<file path="src/rtl/mw_ctl_pkg.sv">
package mw_ctl_pkg;

    localparam int FRAME_W = 16;
    localparam int ADDR_W  = 7;
    localparam int DATA_W  = 8;
    localparam int EVT_W   = FRAME_W - 1;
    localparam int CNT_W   = $clog2(FRAME_W + 2);

    typedef enum logic {
        CAP_RISE = 1'b0,
        CAP_FALL = 1'b1
    } cap_edge_e;

    typedef struct packed {
        logic              wr;
        logic [ADDR_W-1:0] addr;
        logic [DATA_W-1:0] data;
    } cmd_t;

    typedef struct packed {
        logic             is_evt;
        logic [EVT_W-1:0] body;
    } reply_t;

    function automatic reply_t make_reply(
        input logic              have_evt,
        input logic [EVT_W-1:0]  evt,
        input logic [ADDR_W-1:0] ptr,
        input logic [DATA_W-1:0] rdata
    );
        reply_t r;
        r.is_evt = have_evt;
        r.body   = have_evt ? evt : {ptr, rdata};
        return r;
    endfunction

    function automatic logic [CNT_W-1:0] sat_inc(input logic [CNT_W-1:0] c);
        return (c == CNT_W'(FRAME_W + 1)) ? c : c + 1'b1;
    endfunction

    function automatic logic addr_ok(input logic [ADDR_W-1:0] a, input int unsigned n);
        return {{(32-ADDR_W){1'b0}}, a} < n;
    endfunction

endpackage

</file>
<file path="src/rtl/mw_sync.sv">
module mw_sync #(
    parameter int              W       = 1,
    parameter int              STAGES  = 2,
    parameter logic [W-1:0]    RST_VAL = '0
) (
    input  logic         clk_i,
    input  logic         rst_i,
    input  logic [W-1:0] d_i,
    output logic [W-1:0] q_o
);
    logic [W-1:0] chain [STAGES];

    always_ff @(posedge clk_i) begin
        if (rst_i) begin
            for (int s = 0; s < STAGES; s++) chain[s] <= RST_VAL;
        end else begin
            chain[0] <= d_i;
            for (int s = 1; s < STAGES; s++) chain[s] <= chain[s-1];
        end
    end

    assign q_o = chain[STAGES-1];
endmodule

</file>
<file path="src/rtl/mw_frame_engine.sv">
module mw_frame_engine
    import mw_ctl_pkg::*;
(
    input  logic      clk_i,
    input  logic      rst_i,
    input  cap_edge_e cap_sel_i,
    input  logic      sclk_s_i,
    input  logic      scs_n_s_i,
    input  logic      sdi_s_i,
    input  reply_t    reply_i,
    output logic      load_o,
    output logic      sdo_o,
    output logic      active_o,
    output logic      frame_end_o,
    output logic      frame_ok_o,
    output cmd_t      cmd_o
);
    logic               sclk_d, scs_d, active;
    logic [CNT_W-1:0]   cnt;
    logic [FRAME_W-1:0] rx, tx;
    logic rise, fall, cs_fall, cs_rise, cap, lau;

    always_comb begin
        rise    = !sclk_d && sclk_s_i;
        fall    = sclk_d && !sclk_s_i;
        cs_fall = scs_d && !scs_n_s_i;
        cs_rise = !scs_d && scs_n_s_i;
        cap     = (cap_sel_i == CAP_FALL) ? fall : rise;
        lau     = (cap_sel_i == CAP_FALL) ? rise : fall;
    end

    always_ff @(posedge clk_i) begin
        if (rst_i) begin
            sclk_d <= 1'b0;
            scs_d  <= 1'b1;
            active <= 1'b0;
            cnt    <= '0;
            rx     <= '0;
            tx     <= '0;
        end else begin
            sclk_d <= sclk_s_i;
            scs_d  <= scs_n_s_i;
            if (cs_fall) begin
                active <= 1'b1;
                cnt    <= '0;
                rx     <= '0;
                tx     <= reply_i;
            end else if (cs_rise) begin
                active <= 1'b0;
            end else if (active) begin
                if (cap) begin
                    rx  <= {rx[FRAME_W-2:0], sdi_s_i};
                    cnt <= sat_inc(cnt);
                end
                if (lau) tx <= {tx[FRAME_W-2:0], 1'b0};
            end
        end
    end

    assign load_o      = cs_fall;
    assign sdo_o       = tx[FRAME_W-1];
    assign active_o    = active;
    assign frame_end_o = cs_rise && active;
    assign frame_ok_o  = cs_rise && active && (cnt == CNT_W'(FRAME_W));
    assign cmd_o       = cmd_t'(rx);
endmodule

</file>
<file path="src/rtl/mw_irq_fifo.sv">
module mw_irq_fifo #(
    parameter int DEPTH = 4,
    parameter int W     = 15,
    parameter int CW    = $clog2(DEPTH + 1)
) (
    input  logic          clk_i,
    input  logic          rst_i,
    input  logic          push_i,
    input  logic [W-1:0]  push_data_i,
    input  logic          pop_i,
    output logic [W-1:0]  head_o,
    output logic [CW-1:0] count_o,
    output logic          drop_o
);
    localparam int PW = (DEPTH > 1) ? $clog2(DEPTH) : 1;

    logic [W-1:0]  mem [DEPTH];
    logic [PW-1:0] wr_ptr, rd_ptr;
    logic [CW-1:0] count;
    logic          accept, pop_ok;

    function automatic logic [PW-1:0] wrap_inc(input logic [PW-1:0] p);
        return (p == PW'(DEPTH - 1)) ? '0 : p + 1'b1;
    endfunction

    always_comb begin
        pop_ok = pop_i && (count != '0);
        accept = push_i && ((count != CW'(DEPTH)) || pop_ok);
    end

    always_ff @(posedge clk_i) begin
        if (rst_i) begin
            wr_ptr <= '0;
            rd_ptr <= '0;
            count  <= '0;
        end else begin
            if (accept) begin
                mem[wr_ptr] <= push_data_i;
                wr_ptr      <= wrap_inc(wr_ptr);
            end
            if (pop_ok) rd_ptr <= wrap_inc(rd_ptr);
            case ({accept, pop_ok})
                2'b10:   count <= count + 1'b1;
                2'b01:   count <= count - 1'b1;
                default: count <= count;
            endcase
        end
    end

    assign head_o  = mem[rd_ptr];
    assign count_o = count;
    assign drop_o  = push_i && !accept;
endmodule

</file>
<file path="src/rtl/mw_reg_bank.sv">
module mw_reg_bank
    import mw_ctl_pkg::*;
#(
    parameter int REG_COUNT = 16
) (
    input  logic              clk_i,
    input  logic              rst_i,
    input  logic              wr_en_i,
    input  logic [ADDR_W-1:0] wr_addr_i,
    input  logic [DATA_W-1:0] wr_data_i,
    input  logic [ADDR_W-1:0] rd_addr_i,
    output logic [DATA_W-1:0] rd_data_o
);
    localparam int IDX_W = (REG_COUNT > 1) ? $clog2(REG_COUNT) : 1;

    logic [DATA_W-1:0] regs [REG_COUNT];

    for (genvar g = 0; g < REG_COUNT; g++) begin : g_reg
        logic [DATA_W-1:0] q;
        always_ff @(posedge clk_i) begin
            if (rst_i) q <= '0;
            else if (wr_en_i && wr_addr_i == ADDR_W'(g)) q <= wr_data_i;
        end
        assign regs[g] = q;
    end

    assign rd_data_o = addr_ok(rd_addr_i, REG_COUNT) ? regs[rd_addr_i[IDX_W-1:0]] : '0;
endmodule

</file>
<file path="src/rtl/mw_ctl_slave.sv">
module mw_ctl_slave
    import mw_ctl_pkg::*;
#(
    parameter int REG_COUNT   = 16,
    parameter int Q_DEPTH     = 4,
    parameter int SYNC_STAGES = 2
) (
    input  logic              clk_i,
    input  logic              rst_i,
    input  logic              edge_sel_i,
    input  logic              sclk_i,
    input  logic              scs_n_i,
    input  logic              sdi_i,
    output logic              sdo_o,
    output logic              sdo_oe_o,
    input  logic              evt_push_i,
    input  logic [EVT_W-1:0]  evt_word_i,
    output logic              irq_pull_o,
    output logic              evt_ovf_o,
    output logic              wr_stb_o,
    output logic [ADDR_W-1:0] wr_addr_o,
    output logic [DATA_W-1:0] wr_data_o
);
    localparam int Q_CW = $clog2(Q_DEPTH + 1);

    logic              sclk_s, scs_n_s, sdi_s;
    logic              load, xfer_active, frame_end, frame_ok;
    cmd_t              cmd;
    reply_t            reply;
    logic [EVT_W-1:0]  q_head;
    logic [Q_CW-1:0]   q_count;
    logic              q_drop, q_pop;
    logic              sent_evt;
    logic [ADDR_W-1:0] rd_ptr;
    logic [DATA_W-1:0] rd_data;
    logic              irq_q, ovf_q, stb_q;
    logic [ADDR_W-1:0] stb_addr_q;
    logic [DATA_W-1:0] stb_data_q;

    mw_sync #(.W(3), .STAGES(SYNC_STAGES), .RST_VAL(3'b010)) u_sync (
        .clk_i (clk_i),
        .rst_i (rst_i),
        .d_i   ({sclk_i, scs_n_i, sdi_i}),
        .q_o   ({sclk_s, scs_n_s, sdi_s})
    );

    mw_frame_engine u_frame (
        .clk_i       (clk_i),
        .rst_i       (rst_i),
        .cap_sel_i   (cap_edge_e'(edge_sel_i)),
        .sclk_s_i    (sclk_s),
        .scs_n_s_i   (scs_n_s),
        .sdi_s_i     (sdi_s),
        .reply_i     (reply),
        .load_o      (load),
        .sdo_o       (sdo_o),
        .active_o    (xfer_active),
        .frame_end_o (frame_end),
        .frame_ok_o  (frame_ok),
        .cmd_o       (cmd)
    );

    mw_irq_fifo #(.DEPTH(Q_DEPTH), .W(EVT_W), .CW(Q_CW)) u_fifo (
        .clk_i       (clk_i),
        .rst_i       (rst_i),
        .push_i      (evt_push_i),
        .push_data_i (evt_word_i),
        .pop_i       (q_pop),
        .head_o      (q_head),
        .count_o     (q_count),
        .drop_o      (q_drop)
    );

    mw_reg_bank #(.REG_COUNT(REG_COUNT)) u_regs (
        .clk_i     (clk_i),
        .rst_i     (rst_i),
        .wr_en_i   (frame_ok && cmd.wr),
        .wr_addr_i (cmd.addr),
        .wr_data_i (cmd.data),
        .rd_addr_i (rd_ptr),
        .rd_data_o (rd_data)
    );

    assign reply = make_reply(q_count != '0, q_head, rd_ptr, rd_data);
    assign q_pop = frame_ok && sent_evt;

    always_ff @(posedge clk_i) begin
        if (rst_i) begin
            sent_evt   <= 1'b0;
            rd_ptr     <= '0;
            irq_q      <= 1'b0;
            ovf_q      <= 1'b0;
            stb_q      <= 1'b0;
            stb_addr_q <= '0;
            stb_data_q <= '0;
        end else begin
            if (load) sent_evt <= (q_count != '0);
            else if (frame_end) sent_evt <= 1'b0;
            if (frame_ok) rd_ptr <= cmd.addr;
            irq_q <= (q_count != '0) && !xfer_active;
            if (q_drop) ovf_q <= 1'b1;
            stb_q <= frame_ok && cmd.wr && addr_ok(cmd.addr, REG_COUNT);
            if (frame_ok) begin
                stb_addr_q <= cmd.addr;
                stb_data_q <= cmd.data;
            end
        end
    end

    assign sdo_oe_o   = !scs_n_i;
    assign irq_pull_o = irq_q;
    assign evt_ovf_o  = ovf_q;
    assign wr_stb_o   = stb_q;
    assign wr_addr_o  = stb_addr_q;
    assign wr_data_o  = stb_data_q;
endmodule

</file>
<file path="config.mk">
export PLATFORM = sky130hd
export DESIGN_NAME = mw_ctl_slave
export DESIGN_NICKNAME = d
export VERILOG_FILES = /design/src/rtl/mw_ctl_pkg.sv /design/src/rtl/mw_sync.sv /design/src/rtl/mw_frame_engine.sv /design/src/rtl/mw_irq_fifo.sv /design/src/rtl/mw_reg_bank.sv /design/src/rtl/mw_ctl_slave.sv
export SDC_FILE = /design/constraint.sdc
export NUM_CORES = 1
export LEC_CHECK = 0
export BUFFER_PORTS_ARGS = -buffer_cell sky130_fd_sc_hd__buf_2
export CORE_MARGIN = 2
export CORE_UTILIZATION = 50
export CTS_CLUSTER_SIZE = 12
export DETAILED_ROUTE_END_ITERATION = 10
export GPL_TIMING_DRIVEN = 0
export PLACE_DENSITY_LB_ADDON = 0.15
export REMOVE_ABC_BUFFERS = 1
export SLEW_MARGIN = 30
export SYNTH_ARGS = -nofsm -noshare
export SYNTH_HDL_FRONTEND = slang
export SYNTH_HIERARCHICAL = 1
export SYNTH_SLANG_ARGS = --single-unit
</file>
<file path="constraint.sdc">
create_clock -name clk_i -period 3.1 [get_ports clk_i]
set_input_delay 0.62 -clock clk_i [delete_from_list [all_inputs] [get_ports clk_i]]
set_output_delay 0.62 -clock clk_i [all_outputs]
set_load 0.01 [all_outputs]
</file>
==> results by group <==
Worst hold path
  – Hold Crit Start: scs_n_i
  – Min-Delay Path Depth: 2
  – Worst Hold Path EP: u_sync/chain[0][1]
  – Worst min path class: in -> reg

Route
  – Via-per-instance ratio: 5.340
  – Drt pass-1 iters: 4
  – Total Routed Length: 24150 um
  – DR iter-0 viols: 351
  – Avg WL per Cell: 18.14 um
  – Vias: 7107
  – DRC: 0
  – Routed Antenna Nets: 0

Pwr
  – Share of power burned in registers: 50.8%
  – Clock network power share: 46.2%
  – Cell internal pwr: 5.532 mW
  – Pleak: 5.300 nW
  – Comb pwr share: 3.0%
  – Worst VDD drop: 0.5759 mV
  – PwrDens: 531.2 mW/mm^2
  – Psw: 1.446 mW
  – Switching share of power: 20.72%

Clock network
  – Clock Sinks: 262
  – Clock root buffer: clkbuf_16
  – Clk Latency, worst-skew pair: 550 ps
  – Total CTS buffers: 28
  – H-tree lvl count: 1
  – Clock Tree Buf Depth: 3
  – Cts hold-fix bufs: 0
  – Clock slew at reported path FFs: 60 ps
  – CTS tree: yes

Critical path
  – End of the worst register-to-register path: u_regs/g_reg[6].q[6]
  – FF-to-FF setup slack: 410 ps
  – CP max FO: 13
  – CP arrival: 3070 ps
  – Crit. End Element: flip-flop
  – Setup CP Type: reg -> reg
  – Register-to-Register Path Depth: 9
  – Reg2reg start: u_sync/chain[0][4]
  – CP startpoint kind: flip-flop
  – Worst EP required: 3480 ps

STA
  – Fin. Hold Viols: 0
  – RSZ-0062 raised after global routing: no
  – Tcrit/Tclk final: 86.79%
  – FMAX: 0.3717 GHz
  – Setup-failing EPs final: 0
  – Min Tclk post-route: 2690 ps
  – Clk_skew: 15.35 ps
  – Final Slew Violations: 0
  – Slew headroom: 36.32%
  – Worst-margin pin slew: 953.9 ps

Yosys
  – Most frequent cells after synthesis: 202 x dfxtp_1, 168 x mux2i_1, 139 x nand2b_1
  – Post-synth EDFFs: 60
  – Synth area leader: dfxtp_1
  – Count leader, synth: dfxtp_1
  – Area of the mapped netlist: 0.01177 sq mm
  – #FFs+latches synth: 262
  – Synth unique cells: 60
  – Synth Instances: 985
  – Post-synth top area share: 34.37%
  – Sequential area share after synthesis: 49.69%
  – Ys Warns: 6
  – Synth area leaders: dfxtp_1 34%, edfxtp_1 15%, mux2i_1 14%
  – Synth async-reset ratio: 0%
  – Ys flop type: dfxtp_1
  – Syn Area/Cell: 11.94 sq um

GRT
  – Largest net degree at the start of global routing: 113
  – Global route total overflow: 0
  – Initial antenna violation count: 0
  – Vias in the first global route: 6899
  – Tot GR Track Use: 19.72%
  – First-pass GRT wire length: 38260 um

Finish
  – Share of layout cells above drive strength 1: 20.26%
  – Total Nets Final: 1024
  – Antenna cell count: 0
  – Count of non-filler cells in the finished layout: 1331
  – Area grow syn2layout: 11.65%
  – Post-route cell area: 0.01314 sq mm

Floorplan
  – IO Pins: 42
  – Starting density of the core: 50.58%
  – Core ar.: 0.02326 sq mm
  – Die Span Y: 157.4 um
  – Die area: 0.02477 sq mm
  – Die X: 157.4 um
  – Row count: 56

Placement
  – Placer Congestion: 0.7584
  – Placed Instances: 1265
  – HPWL after detailed placement: 14750 um
  – # port buffers: 41
  – Placed Area: 0.01205 sq mm

Run
  – Max-cap violations: 0

Status
  – Status: complete, no violations
[power groups by stage]
stage | logic, mW | registers [mW] | clock network (mW)
after detailed placement | 0.210 | 3.62 | 0
after CTS | 0.212 | 3.54 | 3.30
final | 0.212 | 3.54 | 3.22
after global placement | 0.205 | 3.62 | 0
after floorplan | 0.123 | 3.62 | 0
after global routing | 0.232 | 3.55 | 3.44
[cell type report]
cell class	count	area [sq um]
Clock inverter	4	23.77
Sequential cell	262	5856
Inverter	15	56.30
Fill cell	1968	10130
Multi-Input combinational cell	623	5513
Timing Repair Buffer	61	412.9
Clock buffer	47	874.6
Tap cell	319	399.1
[worst max-delay path, stage by stage (launching register included)]
cell and delay, ps:
dfxtp_1 360, ha_2 320, and2_1 190, and4_4 240, buf_4 110, and2_1 130, nor4b_4 290, buf_4 320
nand4bb_1 350, mux2i_1 210
[placed cells by master, fill, tap and decap left out, drive strengths merged, types with 2 or more instances in the layout]
cell     instances
clkbuf          47
nand2           38
nand4            5
mux2i          168
o31ai            2
and2            10
nand4b           9
xnor2            2
or3              2
nor4             2
o21ai            7
nand3            6
nor2b            5
edfxtp          60
a211oi          18
nor3             4
nor4b            2
a21oi           25
or3b             3
nand3b           4
dfxtp          202
clkinv           4
nor2            49
buf             61
and2b            2
inv             15
or2              5
mux2            29
o22ai            9
nand2b         139
o221ai           7
nand4bb          5
o2111ai          2
ha              10
a31oi            3
mux4            40
[worst max path at each step]
stage,from,end,cells after the start
global route,u_sync/chain[0][4],u_fifo/count_o[1],10
detailed placement,u_sync/chain[0][4],u_regs/g_reg[8].q[7],8
CTS,u_sync/chain[0][4],u_regs/g_reg[13].q[0],8
floorplan,u_sync/chain[0][4],u_regs/g_reg[1].q[0],7
global placement,u_sync/chain[0][4],u_regs/g_reg[12].q[5],7
finish,u_sync/chain[0][4],u_regs/g_reg[6].q[6],9
[per-layer routing]
metal / GRT usage, % / wire [um] / vias to the layer above
met4: 4.675 / 557 / 0
met2: 33.40 / 11570 / 92
met1: 26.71 / 11280 / 3469
met5: 0 / 0 / -
met3: 3.001 / 743 / 42
li1: - / - / 3504
[cells by family (layout without fill, tap and decap cells)]
kind of cell | after synthesis | after routing | share of synthesized area [%]
XOR/XNOR | 3 | 3 | 0.2234
buffers and inverters | 100 | 127 | 4.371
AO/OA/AOI/OAI | 77 | 77 | 4.307
adder cells (fa/ha/maj) | 11 | 11 | 1.234
multiplexers | 237 | 237 | 24.98
flip-flops | 262 | 262 | 49.69
AND/OR/NAND/NOR | 295 | 295 | 15.20
[through the flow]
| step | worst slack [ps] | hold WS [ps] | setup TNS (ps) | power (mW) | util (%) |
|---|---|---|---|---|---|
| 5_1_grt | 190.4 | 270.6 | 0 | 7.216 | 56.47 |
| 3_3_place_gp | -1071 | 387.6 | -188950 | 3.825 | 51.20 |
| 6_report | 409.5 | 278.8 | 0 | 6.978 | 56.47 |
| 2_1_floorplan | -99.36 | 385.4 | -6393 | 3.739 | - |
| 4_1_cts | -121.9 | 262.2 | -1898 | 7.054 | 56.12 |
| 3_5_place_dp | -882.7 | 406.2 | -121670 | 3.829 | 51.80 |
[registers in the layout, indices dropped and copies added (netlist names), 2 cells and up, named ones only]
name	flops
u_fifo/rd_ptr	2
u_fifo/count_o	3
u_fifo/mem	60
u_frame/tx	16
u_fifo/wr_ptr	2
u_regs/g.q	128
wr_addr_o	7
u_frame/cmd_o	16
u_frame/cnt	5
u_sync/chain	6
wr_data_o	8
[timing repair]
action,CTS,global route
endpoints found under the setup margin,193,110
resized for setup,15,4
setup buffers,8,6
pin swaps,1,1
No activity file was read; power rests on OpenSTA's default activity.
